File: src/rtl/sseg_pkg.sv
package sseg_pkg;

    localparam int SEG_W = 7;
    localparam int BCD_W = 4;
    localparam int MAX_DEC = 9;

    // active-low segment vector, bit 0 = a ... bit 6 = g
    typedef logic [SEG_W-1:0] seg_t;
    typedef logic [BCD_W-1:0] bcd_t;

    typedef struct packed {
        logic lamp_n;
        logic blank_n;
        logic rbi_n;
    } digit_ctl_t;

    typedef enum logic [1:0] {
        SHOW_DARK  = 2'd0,
        SHOW_FULL  = 2'd1,
        SHOW_GLYPH = 2'd2
    } show_mode_e;

    localparam seg_t SEG_DARK = 7'h7F;
    localparam seg_t SEG_FULL = 7'h00;

    function automatic logic is_decimal(bcd_t v);
        return v <= bcd_t'(MAX_DEC);
    endfunction

    function automatic logic is_zero(bcd_t v);
        return v == '0;
    endfunction

    // active-high gfedcba pattern, inverted on return
    function automatic seg_t glyph_n(bcd_t v);
        seg_t lit;
        case (v)
            4'd0:    lit = 7'h3F;
            4'd1:    lit = 7'h06;
            4'd2:    lit = 7'h5B;
            4'd3:    lit = 7'h4F;
            4'd4:    lit = 7'h66;
            4'd5:    lit = 7'h6D;
            4'd6:    lit = 7'h7D;
            4'd7:    lit = 7'h07;
            4'd8:    lit = 7'h7F;
            4'd9:    lit = 7'h6F;
            default: lit = 7'h00;
        endcase
        return ~lit;
    endfunction

endpackage

File: src/rtl/sseg_digit.sv
module sseg_digit
    import sseg_pkg::*;
(
    input  bcd_t       value_i,
    input  digit_ctl_t ctl_i,
    output seg_t       seg_n_o
);

    show_mode_e mode;
    logic       zero_hide;

    always_comb begin
        zero_hide = !ctl_i.rbi_n && is_zero(value_i);
        if (!ctl_i.blank_n)
            mode = SHOW_DARK;
        else if (!ctl_i.lamp_n)
            mode = SHOW_FULL;
        else if (zero_hide || !is_decimal(value_i))
            mode = SHOW_DARK;
        else
            mode = SHOW_GLYPH;
    end

    always_comb begin
        case (mode)
            SHOW_FULL:  seg_n_o = SEG_FULL;
            SHOW_GLYPH: seg_n_o = glyph_n(value_i);
            default:    seg_n_o = SEG_DARK;
        endcase
    end

endmodule

File: src/rtl/sseg_ripple.sv
module sseg_ripple
    import sseg_pkg::*;
#(
    parameter int NUM_DIGITS  = 6,
    parameter int FRAC_DIGITS = 2
) (
    input  logic [NUM_DIGITS*BCD_W-1:0] digits_i,
    input  logic                        lamp_n,
    input  logic                        ripple_in_n,
    output logic [NUM_DIGITS-1:0]       rbi_n_o
);

    localparam int ONES_IDX = FRAC_DIGITS;
    localparam int NEAR_FRAC = FRAC_DIGITS - 1;

    // leading chain runs downward to the ones digit, trailing chain runs
    // upward to the digit next to the point; both end positions stay shown
    always_comb begin
        logic lead_n;
        logic trail_n;
        rbi_n_o = '1;
        lead_n  = ripple_in_n;
        for (int i = NUM_DIGITS - 1; i > ONES_IDX; i--) begin
            rbi_n_o[i] = lead_n;
            lead_n = !(!lead_n && lamp_n && is_zero(digits_i[BCD_W*i +: BCD_W]));
        end
        trail_n = ripple_in_n;
        for (int i = 0; i < NEAR_FRAC; i++) begin
            rbi_n_o[i] = trail_n;
            trail_n = !(!trail_n && lamp_n && is_zero(digits_i[BCD_W*i +: BCD_W]));
        end
    end

endmodule

File: src/rtl/sseg_point.sv
module sseg_point #(
    parameter int NUM_DIGITS  = 6,
    parameter int FRAC_DIGITS = 2
) (
    input  logic                  lamp_n,
    input  logic                  blank_n,
    output logic [NUM_DIGITS-1:0] dp_n_o
);

    localparam bit HAS_POINT = FRAC_DIGITS > 0;

    for (genvar i = 0; i < NUM_DIGITS; i++) begin : g_dp
        if (HAS_POINT && i == FRAC_DIGITS) begin : g_at
            assign dp_n_o[i] = !blank_n;
        end else begin : g_off
            assign dp_n_o[i] = !(blank_n && !lamp_n);
        end
    end

endmodule

File: src/rtl/sseg_chain.sv
module sseg_chain
    import sseg_pkg::*;
#(
    parameter int NUM_DIGITS  = 6,
    parameter int FRAC_DIGITS = 2
) (
    input  logic [NUM_DIGITS*4-1:0] digits_i,
    input  logic                    lamp_test_n,
    input  logic                    blank_n,
    input  logic                    ripple_in_n,
    output logic [NUM_DIGITS*7-1:0] seg_n,
    output logic [NUM_DIGITS-1:0]   dp_n
);

    logic [NUM_DIGITS-1:0] rbi_n;

    sseg_ripple #(
        .NUM_DIGITS (NUM_DIGITS),
        .FRAC_DIGITS(FRAC_DIGITS)
    ) u_ripple (
        .digits_i   (digits_i),
        .lamp_n     (lamp_test_n),
        .ripple_in_n(ripple_in_n),
        .rbi_n_o    (rbi_n)
    );

    for (genvar i = 0; i < NUM_DIGITS; i++) begin : g_digit
        digit_ctl_t ctl;
        assign ctl = '{lamp_n: lamp_test_n, blank_n: blank_n, rbi_n: rbi_n[i]};

        sseg_digit u_digit (
            .value_i(digits_i[BCD_W*i +: BCD_W]),
            .ctl_i  (ctl),
            .seg_n_o(seg_n[SEG_W*i +: SEG_W])
        );
    end

    sseg_point #(
        .NUM_DIGITS (NUM_DIGITS),
        .FRAC_DIGITS(FRAC_DIGITS)
    ) u_point (
        .lamp_n (lamp_test_n),
        .blank_n(blank_n),
        .dp_n_o (dp_n)
    );

endmodule

File: config.mk
export PLATFORM = sky130hd
export DESIGN_NAME = sseg_chain
export DESIGN_NICKNAME = d
export VERILOG_FILES = /design/src/rtl/sseg_pkg.sv /design/src/rtl/sseg_digit.sv /design/src/rtl/sseg_ripple.sv /design/src/rtl/sseg_point.sv /design/src/rtl/sseg_chain.sv
export SDC_FILE = /design/constraint.sdc
export NUM_CORES = 1
export LEC_CHECK = 0
export BUFFER_PORTS_ARGS = -buffer_cell sky130_fd_sc_hd__buf_4
export CAP_MARGIN = 20
export CORE_MARGIN = 10
export CORE_UTILIZATION = 51
export DETAILED_ROUTE_END_ITERATION = 6
export PLACE_DENSITY = 0.84
export SYNTH_ARGS = -nofsm -noshare
export SYNTH_HDL_FRONTEND = slang
export SYNTH_SLANG_ARGS = --single-unit
File: constraint.sdc
create_clock -name vclk -period 3.2
set_input_delay 0.96 -clock vclk [all_inputs]
set_output_delay 0.96 -clock vclk [all_outputs]
set_load 0.05 [all_outputs]
==> impl_metrics.py, run 1 <==
metrics = {
    "die": {
        "row_count": 20,
        "initial_utilization": 0.545,
        "num_io_pins": 75,
        "die_height_um": 77.6,
        "fp.dieW_um": 77.6,
    },
    "clocking": {
        "cts_setup_buffers": 2,
        "cts_hold_buffers": 0,
        "cts_resized": 66,
    },
    "run_status": {
        "error": "[ERROR DPL-0038] Utilization greater than 100%, impossible to legalize",
        "failing_step": "4_1_cts",
        "outcome": "stopped before the end",
    },
    "place": {
        "dp_slack_ns": -0.276,
        "gp_congestion": 0.884,
        "io_buffers": 75,
        "dp_hpwl_um": 5940,
    },
    "logic_synthesis": {
        "syn_inst": 254,
        "synth_nets": 317,
        "syn-cell-area_mm2": 0.00169,
        "synth.yosys.seq_area_share": 0,
        "synthDistinctLibCells": 42,
        "synth_warnings": 0,
        "avgSynthCellArea_um2": 6.66,
    },
}
-- cell usage after synthesis (2+ instances only) --
cell | instances | share of area
xnor2_1 | 2 | 0.010
o21ai_0 | 20 | 0.059
nand2_1 | 14 | 0.031
a21o_1 | 7 | 0.031
mux2i_1 | 3 | 0.018
ha_1 | 36 | 0.27
o21a_1 | 7 | 0.031
or2_2 | 2 | 0.0074
nor2_1 | 23 | 0.051
buf_4 | 5 | 0.022
a21oi_1 | 25 | 0.074
o21bai_1 | 8 | 0.036
nor2b_1 | 8 | 0.030
o21ai_1 | 20 | 0.059
nand2b_1 | 9 | 0.033
a31oi_1 | 2 | 0.0074
clkbuf_1 | 6 | 0.013
inv_1 | 28 | 0.062
buf_2 | 4 | 0.012
a22o_1 | 3 | 0.016
-- metrics by stage --
step           cell area (um^2)  setup TNS, ns  cells
3_5_place_dp               2860          -5.05    396
2_1_floorplan              2030         -0.972    254
3_3_place_gp               2860          -2.65    396
-- logic make-up after synthesis --
group	Yosys count	synth area share
AND/OR/NAND/NOR	63	0.206
buffers and inverters	45	0.114
adder cells (fa/ha/maj)	36	0.266
AO/OA/AOI/OAI	103	0.370
XOR/XNOR	2	0.0104
multiplexers	5	0.0333
==> run 2, diff against run 1 <==
--- a/config.mk
+++ b/config.mk
@@ -8,9 +8,9 @@
 export BUFFER_PORTS_ARGS = -buffer_cell sky130_fd_sc_hd__buf_4
 export CAP_MARGIN = 20
 export CORE_MARGIN = 10
-export CORE_UTILIZATION = 51
+export CORE_UTILIZATION = 40
 export DETAILED_ROUTE_END_ITERATION = 6
-export PLACE_DENSITY = 0.84
+export PLACE_DENSITY_LB_ADDON = 0.15
 export SYNTH_ARGS = -nofsm -noshare
 export SYNTH_HDL_FRONTEND = slang
 export SYNTH_SLANG_ARGS = --single-unit
==> run 2 against run 1 <==
- the flow now finishes, with violations (negative setup slack)
- synthesized cell count stayed put
- area after synthesis is the same
==> impl_metrics.py, run 2 <==
metrics = {
    "run_status": {
        "outcome": "finished with violations",
        "violations": "negative setup slack",
    },
    "route": {
        "drtIter0Drc": 124,
        "drcViolationCount": 0,
        "wl_met1_um": 2800,
        "ant_nets": 0,
        "vias": 2302,
        "wl_per_cell_um": 17.9,
        "wl_met3_um": 427,
        "dr.pass1.iters": 4,
        "wirelength_um": 7640,
        "highest_layer": "met4",
        "via_per_inst": 5.39,
        "route.met2.wl_um": 4250,
    },
    "worst_setup_path": {
        "setup.worst_path.end_class": "output pin",
        "crit_chain": "buf_8 > buf_4 > buf_4 > ha_4 > o21bai_2 > a211oi_4 > or2_4 > o21ai_4 > buf_6",
        "cpLargestDelayFamily": "buffers and inverters",
        "cp_common_cell": "buf_4",
        "cp-start-kind": "input pin",
        "critPathBufInv": 4,
        "worstPathMaxFanout": 5,
        "slowest_delay_ns": 0.32,
        "required_ns": 2.24,
        "arrival_ns": 2.40,
        "critPathSlowestCell": "or2_4",
        "criticalPathCategory": "in -> out",
    },
    "logic_synthesis": {
        "avgSynthCellArea_um2": 6.66,
        "synth.yosys.seq_area_share": 0,
        "yosysMostFrequentCell": "ha_1",
        "synth_warnings": 0,
        "syn-cell-area_mm2": 0.00169,
        "synth_area_leader_cell": "ha_1",
        "yosys-top-cells-count": "ha_1 (36), inv_1 (28), a21oi_1 (25)",
        "synthDistinctLibCells": 42,
        "synth_nets": 317,
        "syn_inst": 254,
        "ys_top_cells_by_area": "ha_1 (27%), a21oi_1 (7.4%), inv_1 (6.2%)",
        "synth_top_cell_area_share": 0.266,
    },
    "hold_path": {
        "holdPathEnd": "dp_n[2]",
        "hold_depth": 3,
        "min-delay-start": "blank_n",
        "hold_class": "in -> out",
    },
    "power_and_ir_drop": {
        "powerDensity_mw_per_mm2": 195,
        "power_mw": 0.702,
        "vdd_drop_max_mv": 0.120,
        "power_leakage_nw": 1.66,
    },
    "place": {
        "io_buffers": 75,
        "dp_hpwl_um": 4940,
        "gp_congestion": 0.843,
        "place.detailed.instances": 412,
        "post_dp_cell_area_mm2": 0.00294,
        "dp_slack_ns": -0.234,
    },
    "sta": {
        "finalWorstSetupSlack_ns": -0.163,
        "period_share": 1.05,
        "fmax_ghz": 0.297,
        "slew_headroom": 0.722,
        "rsz0062_at_grt": "yes",
        "setup_violations": 24,
        "period_needed_ns": 3.36,
        "final_max_slew_viol_count": 0,
        "hold_ws_ns": 2.29,
        "worstMarginPinSlew_ns": 0.413,
        "tns_ns": -2.06,
        "hold_violations": 0,
    },
    "layout": {
        "regArea_um2": 0,
        "antenna_cells": 0,
        "fin_area_mm2": 0.00360,
        "n_clock_buffer": 0,
        "mostFrequentLayoutCells": "buf_4 (85), buf_6 (46), ha_1 (26)",
        "nets": 442,
        "instances_no_fill": 427,
        "layout_commonest_cell": "buf_4",
        "seq_cells": 0,
        "layout-drive-gt1-share": 0.615,
        "syn_to_final_growth_pct": 113,
        "fin_util": 0.887,
    },
    "die": {
        "num_io_pins": 75,
        "core_mm2": 0.00406,
        "row_count": 23,
        "die_area_mm2": 0.00723,
        "die_height_um": 85.0,
        "initial_utilization": 0.417,
        "fp.dieW_um": 85.0,
    },
    "global_route": {
        "grt_pass1_wl_um": 10100,
        "antenna_found_initial": 0,
        "grt_usage": 0.157,
        "grt.overflow.total": 0,
        "grt_pass1_vias": 2245,
        "grt_max_degree": 11,
    },
    "run": {
        "maxCapViolCount": 0,
    },
    "clocking": {
        "cts_hold_buffers": 0,
    },
}
==> run 2: cell counts after synthesis <==
Identical to the previous run, type by type.
==> run 2: final cells by class <==
cell class,count,area [um^2]
Inverter,29,149
Fill cell,190,457
Timing Repair Buffer,139,1280
Tap cell,50,62.6
Multi-Input combinational cell,209,2110
==> run 2: worst max-delay path by stage <==
stage / start / endpoint / slack (ns) / cells past startpoint
2_1_floorplan: blank_n / seg_n[22] / -0.13 / 5
3_3_place_gp: digits_i[13] / seg_n[25] / -0.22 / 8
3_5_place_dp: digits_i[0] / seg_n[4] / -0.23 / 8
4_1_cts: digits_i[20] / seg_n[25] / -0.13 / 9
5_1_grt: digits_i[21] / seg_n[25] / -0.19 / 9
6_report: digits_i[20] / seg_n[35] / -0.16 / 9
==> run 2: cells by family (layout without fill, tap and decap cells) <==
group	count (synthesis)	count (layout)	synth area share
XOR/XNOR	2	2	0.0104
multiplexers	5	5	0.0333
AO/OA/AOI/OAI	103	103	0.370
buffers and inverters	45	168	0.114
adder cells (fa/ha/maj)	36	36	0.266
AND/OR/NAND/NOR	63	63	0.206
==> run 2: power breakdown <==
group / total (mW) / switching (mW) / leakage (nW) / internal [mW]
sequential: 0 / 0 / 0 / 0
combinational: 0.702 / 0.419 / 1.66 / 0.284
clock: 0 / 0 / 0 / 0
==> run 2: per-layer routing <==
metal  track usage  up-vias
li1              -     1113
met1         0.166     1080
met2         0.318       91
met3        0.0296       18
met4        0.0135        0
met5             0        -
==> run 2: repair_timing <==
action / in CTS / in global routing
endpoints found under the setup margin: 37 / 42
buffers inserted: 7 / 9
hold endpoints to repair: 0 / 0
pin swaps: 17 / 25
resized for setup: 72 / 59
cloned: 0 / 0
No activity file was read; power rests on OpenSTA's default activity.
